**src/rtl/freq_ramp_gen.sv**
```systemverilog
module freq_ramp_gen #(
  parameter int W  = 32,
  parameter int IW = 16
) (
  input  logic          clk,
  input  logic          rst_n,
  input  logic          cfg_we,
  input  logic [2:0]    cfg_addr,
  input  logic [W-1:0]  cfg_wdata,
  input  logic          run,
  input  logic          dir_up,
  input  logic          hold,
  output logic          at_limit,
  output logic [W-1:0]  ftw
);

  logic [W-1:0]  lo_q, hi_q, stp_up_q, stp_dn_q;
  logic [IW-1:0] int_up_q, int_dn_q, cnt_q;

  always_ff @(posedge clk or negedge rst_n) begin
    if (!rst_n) begin
      lo_q     <= '0;
      hi_q     <= '0;
      stp_up_q <= '0;
      stp_dn_q <= '0;
      int_up_q <= '0;
      int_dn_q <= '0;
    end else if (cfg_we) begin
      case (cfg_addr)
        3'd0: lo_q     <= cfg_wdata;
        3'd1: hi_q     <= cfg_wdata;
        3'd2: stp_up_q <= cfg_wdata;
        3'd3: stp_dn_q <= cfg_wdata;
        3'd4: int_up_q <= cfg_wdata[IW-1:0];
        3'd5: int_dn_q <= cfg_wdata[IW-1:0];
        default: ;
      endcase
    end
  end

  logic [IW-1:0] int_sel;
  logic          step_now;
  logic          up_hit, dn_hit;
  logic [W-1:0]  nxt;

  assign int_sel  = dir_up ? int_up_q : int_dn_q;
  assign step_now = (int_sel == '0) || (cnt_q >= int_sel - IW'(1));
  assign up_hit   = (ftw >= hi_q) || ((hi_q - ftw) <= stp_up_q);
  assign dn_hit   = (ftw <= lo_q) || ((ftw - lo_q) <= stp_dn_q);

  always_comb begin
    if (dir_up) nxt = up_hit ? hi_q : ftw + stp_up_q;
    else        nxt = dn_hit ? lo_q : ftw - stp_dn_q;
  end

  always_ff @(posedge clk or negedge rst_n) begin
    if (!rst_n) begin
      ftw      <= '0;
      cnt_q    <= '0;
      at_limit <= 1'b0;
    end else if (!run) begin
      ftw      <= lo_q;
      cnt_q    <= '0;
      at_limit <= 1'b0;
    end else if (!hold) begin
      if (step_now) begin
        ftw      <= nxt;
        cnt_q    <= '0;
        at_limit <= dir_up ? up_hit : dn_hit;
      end else begin
        cnt_q    <= cnt_q + IW'(1);
      end
    end
  end

endmodule

```
**config.mk**
```make
export PLATFORM = sky130hd
export DESIGN_NAME = freq_ramp_gen
export DESIGN_NICKNAME = d
export VERILOG_FILES = /design/src/rtl/freq_ramp_gen.sv
export SDC_FILE = /design/constraint.sdc
export NUM_CORES = 1
export LEC_CHECK = 0
export BUFFER_PORTS_ARGS = -buffer_cell sky130_fd_sc_hd__buf_2
export CAP_MARGIN = 20
export CORE_MARGIN = 10
export CORE_UTILIZATION = 30
export CTS_BUF_LIST = sky130_fd_sc_hd__clkbuf_2
export CTS_CLUSTER_SIZE = 40
export DETAILED_ROUTE_END_ITERATION = 8
export GPL_TIMING_DRIVEN = 0
export SLEW_MARGIN = 10
export SYNTH_ARGS = -nofsm -noshare
export SYNTH_HDL_FRONTEND = slang
export SYNTH_SLANG_ARGS = --single-unit
```
**constraint.sdc**
```tcl
create_clock -name clk -period 6.9 [get_ports clk]
set_clock_uncertainty 0.15 [all_clocks]
set_input_delay 1.38 -clock clk [delete_from_list [all_inputs] [get_ports clk]]
set_output_delay 1.38 -clock clk [all_outputs]
set_load 0.05 [all_outputs]
```
[Word level (Yosys, flattened, before mapping)]
Index checks and enable logic that the tools add are counted.
Word-level totals
  register bits: 209
  bits of input ports: 41
  output and inout bits: 33
  word-level logic and storage cells: 53
Operators by class
  add/subtract/negate cells: 6
  order comparisons: 5
  equal/unequal tests: 7
  multiplexer cells: 14
  reductions and logical operators: 12
Operator list (count)
  $mux 32: 6
  $le 32x32->1: 3
  $sub 32x32->32: 3
  $mux 16: 4
  $add 32x32->32: 1
  $ge 32x32->1: 1
  $add 16x1->16 const B: 1
  $ge 16x16->1: 1
  $logic_not 16->1: 1
  $sub 16x1->16 const B: 1
  $reduce_and 2->1: 7
  $eq 3x2->1 const B: 2
  $eq 3x3->1 const B: 2
  $mux 1: 4
  $eq 3x1->1 const B: 1
  $logic_not 3->1: 1
  $logic_or 1x1->1: 3
  $ne 2x1->1 const B: 1
  $ne 2x2->1 const B: 1

[Logic depth before layout (Yosys ltp)]
  word-level depth: 8
  gate-level depth with buffers: 26
  gate-level depth less buffers: 24

[Worst setup path after synthesis]
OpenSTA, ideal clock, no wires.
  path kind: input-to-reg
  start: input port dir_up
  end: register ftw[12]
  library setup time: 0.126 ns
  arrival time: 5.743 ns
  data required time: 6.624 ns
  path slack: 0.881 ns
  cell stages on the path: 21
  buffers on the path: 5
  cell sequence: buf_2 buf_2 buf_1 clkbuf_1 mux2i_1 ha_1 o211ai_1 nor4_1 nand2_1 xnor2_1 ha_1 a21oi_1 nor2b_1 a2111o_1 a41oi_1 o21ai_1 and2_1 buf_2 nand2_1 a21oi_1 a221o_1
Between the ends
  cells in the longest elaborated chain, start to end: 6
  elaborated cells between the ends (all ways): 11
  those cells by class: add/sub: 1; order compare: 1; eq/ne: 1; mux: 5; reduce/logical: 3
RTL lines
  start: declaration: RTL line 11  | input logic dir_up,
  $mux 16: RTL line 46  | assign int_sel = dir_up ? int_up_q : int_dn_q;
  $sub 16x1->16: RTL line 47  | assign step_now = (int_sel == '0) || (cnt_q >= int_sel - IW'(1));
  $ge 16x16->1: RTL line 47
  $logic_or 1x1->1: RTL line 47
  $ne 2x1->1 (no line)
  $reduce_and 2->1 (no line)
  end signal: assignment: RTL line 62  | ftw <= lo_q;
  end signal: assignment: RTL line 67  | ftw <= nxt;
  end: declaration: RTL line 14  | output logic [W-1:0] ftw
Parallel ways exist; a longest one is shown, timed or not. The select of a mux whose other input is x is not followed.
A chain may end at the register's enable or synchronous reset.

[Final worst setup path]
  start: register ftw[1]
  end: register ftw[6]
Between the ends
  cells in the longest elaborated chain, start to end: 8
  elaborated cells between the ends (all ways): 16
  those cells by class: add/sub: 4; order compare: 4; mux: 6; reduce/logical: 2
RTL lines
  $sub 32x32->32, on equally long branches: RTL line 49, 48
  $le 32x32->1, on equally long branches: RTL line 49, 48
  $logic_or 1x1->1, on equally long branches: RTL line 49, 48
  $mux 32, on equally long branches: RTL line 53, 52
  $mux 32 *: RTL line 52  | if (dir_up) nxt = up_hit ? hi_q : ftw + stp_up_q;
  $mux 32 *: RTL line 66  | if (step_now) begin
  $mux 32 *: RTL line 65  | end else if (!hold) begin
  $mux 32 *: RTL line 61  | end else if (!run) begin
Mark *: on every way between the ends. The rest lies on a longest branch, timed or not. The select of a mux whose other input is x is not followed.

==> out/metrics.cfg <==
[detailed_routing]
drcViolationCount=0
num_vias=15900
avgViaCountPerCell=5.41
ant_nets=0
dr.pass1.iters=8
drtIter0Drc=1440
postRouteWirelength_mm=59.1
avgRoutedWirePerCell_um=20.2

[logic_synthesis]
synth_top_area_cell=dfrtp_1
synth_area_leaders=dfrtp_1, ha_1, mux2_2, o21ai_0, nand2_1
ys_seq_elements=209
yosysTopAreaCellShare_pct=30.0
synthCells=1997
yosysWarnings=0
synth_nets=2250
synth_cell_types=81
ys_seq_area_share_pct=30.0
syn_area_um2=17400
yosys_most_used_dff=dfrtp_1
synth_edf_count=0
postSynth.asyncResetShare_pct=100
syn_avg_cell_area_um2=8.73

[global_route]
grt_use_met3_pct=1.50
grt_usage_pct=16.9
grtUsageMet2_pct=28.3
grt_pass1_wl_mm=89.4
grtUsageMet1_pct=21.8
grt_max_degree=85
grt.busiest_layer=met2
grt_pass1_vias=15400
antenna_found_initial=1
grt_overflow=0

[power_and_ir_drop]
vdd_ir_drop_max_mv=0.172
combPwrFrac_pct=71.5
p_per_area_nw_per_um2=513
intPower_mw=4.69
switchingPower_mw=5.26
clkPwrFrac_pct=8.8
power_mw=9.95
swShare_pct=52.9
p_seq_share_pct=19.7
p_leak_nw=8.94

[layout]
mostFrequentLayoutCells=ha_1, dfrtp_1, nand2_1
area_delta_synth_final_pct=11.1
fin_cells=2932
design_area_um2=19400
drive_gt1_share_pct=13.5
fin_util_pct=33.7
fillers=5963
nNetsFinal=2379

[critical_path]
r2r-start=ftw[1]$_DFFE_PN0P_
ff2ff_path_depth=24
reg2reg_to=ftw[6]$_DFFE_PN0P_
critPathKind=register to register
end_kind=register
startpoint_type=register
critical_path.max_fanout=10
rrSetupSlack_ps=430
crit_required_ps=7490
arrival_ps=7060

[placed_design]
postPlaceCellArea_um2=18800
dpl.cell_count=2834
place_ws_ps=-1090
hpwl_mm=48.0
portBuffers=70
gp_congestion=0.982

[timing]
fmax_ghz=0.154
holdWs_ps=255
rsz0062_at_grt=no
relSlewSlack_pct=30.6
fin_crit_sh_pct=93.8
setup_slack_ps=426
finalHoldViolCount=0
fin_setup_tns_ps=0
worstMarginPinSlew_ps=1030
setup_viol=0
fin_crit_ps=6470
drv_slew=0

[cts]
h-tree-depth=2
cts_root_buffer=clkbuf_2
cts_buffer_depth=3
holdBufCountCts=0
clock_latency_ps=950
cts_tree=built
cts.clk_slew.worst_paths_ps=110
clock_sinks=209
cts-buffers-inserted=54

[run]
cap_violations=0

[die]
rows=88
start_util_pct=30.3
core_um2=57600
dieArea_um2=68200
die_y_um=261
die_w_um=261
pin_count=74

[worst_hold_path]
hold_path_class=input pin to asynchronous set/reset pin

[status]
outcome=finished clean

[layer usage]
metal | wire [um] | up-vias
met5 | 0 | -
met4 | 2580 | 0
met3 | 3060 | 123
met2 | 27500 | 526
met1 | 25900 | 7661
li1 | - | 7551
[repair_timing]
item / in CTS / in global routing
buffers inserted: 0 / 2
cloned: 0 / 0
resized for setup: 6 / 12
pin swaps: 0 / 0
endpoints found under the setup margin: 32 / 31
[layout make-up]
class,count,area (um2),area share (%)
inverters,163,616,3.18
well taps,765,957,4.94
clock inverters,25,128,0.658
plain buffers,54,244,1.26
clock buffers,71,355,1.83
flip-flops and latches,209,5230,27.0
diodes,1,2.50,0.0129
repair buffers,74,430,2.22
multi-input cells,1570,11400,58.9
[synthesized netlist by cell type, types with 18 or more instances]
| cell type | number |
|---|---|
| nand2_1 | 189 |
| clkbuf_1 | 36 |
| nor3_1 | 33 |
| nor2b_1 | 22 |
| nand2b_1 | 20 |
| nand4_1 | 30 |
| xor2_1 | 53 |
| nand3_1 | 43 |
| mux2i_1 | 19 |
| nor2_1 | 105 |
| dfrtp_1 | 209 |
| ha_1 | 208 |
| o21a_1 | 21 |
| mux2_2 | 93 |
| a21o_1 | 60 |
| a21oi_1 | 137 |
| o21ai_0 | 173 |
| inv_1 | 163 |
| xnor2_1 | 78 |
| a31oi_1 | 20 |
| and3_1 | 18 |
[worst max-delay path: stages, from the launching register on]
cell,delay [ps]
dfrtp_2,490
inv_1,290
fa_1,280
nor2b_1,70
o31a_1,280
o211ai_1,390
a31oi_1,170
o21ai_0,190
nand2_1,160
a311oi_1,450
o31ai_1,140
a21oi_1,200
xnor2_1,150
ha_1,270
nand4_1,160
nor3_1,80
a221oi_1,260
o21ai_0,250
a21oi_1,420
nor3b_2,190
nand2_1,210
clkbuf_1,600
o21ai_0,220
a2bb2oi_1,190
o21ai_0,80
[flip-flops by register name, indices dropped and copies added (netlist names)]
register / flops
at_limit: 1
cnt_q: 16
ftw: 32
hi_q: 32
int_dn_q: 16
int_up_q: 16
lo_q: 32
stp_dn_q: 32
stp_up_q: 32
[how the worst max path moves through the flow]
stage                                  start                   to  slack (ps)
after global placement                dir_up  ftw[27]$_DFFE_PN0P_       -1050
after floorplan                       dir_up  ftw[12]$_DFFE_PN0P_         880
after detailed placement              dir_up  ftw[27]$_DFFE_PN0P_       -1090
final                     ftw[1]$_DFFE_PN0P_   ftw[6]$_DFFE_PN0P_         430
after global routing      ftw[1]$_DFFE_PN0P_  ftw[27]$_DFFE_PN0P_          50
after CTS                 ftw[1]$_DFFE_PN0P_  ftw[29]$_DFFE_PN0P_         120
[cells by family (layout without fill, tap and decap cells)]
kind of cell | Yosys count | in the layout | synth area share (%)
adders and majority gates | 212 | 212 | 15.4
DFF | 209 | 209 | 30.0
xor gates and xnor gates | 131 | 131 | 6.58
AOI/OAI and AO/OA | 595 | 595 | 21.8
muxes | 112 | 112 | 7.10
buffers and inverters | 218 | 387 | 4.91
other | 0 | 1 | 0
and+or+nand+nor | 520 | 520 | 14.2
[power groups by stage]
stage / Sequential [mW] / Combinational (mW) / Clock (mW)
3_5_place_dp: 1.97 / 6.95 / 0
5_1_grt: 1.99 / 7.89 / 0.959
4_1_cts: 1.94 / 7.02 / 0.903
3_3_place_gp: 1.96 / 6.80 / 0
2_1_floorplan: 2.09 / 5.01 / 0
6_report: 1.96 / 7.11 / 0.880
Note: power is estimated with default switching activity, not from simulation.
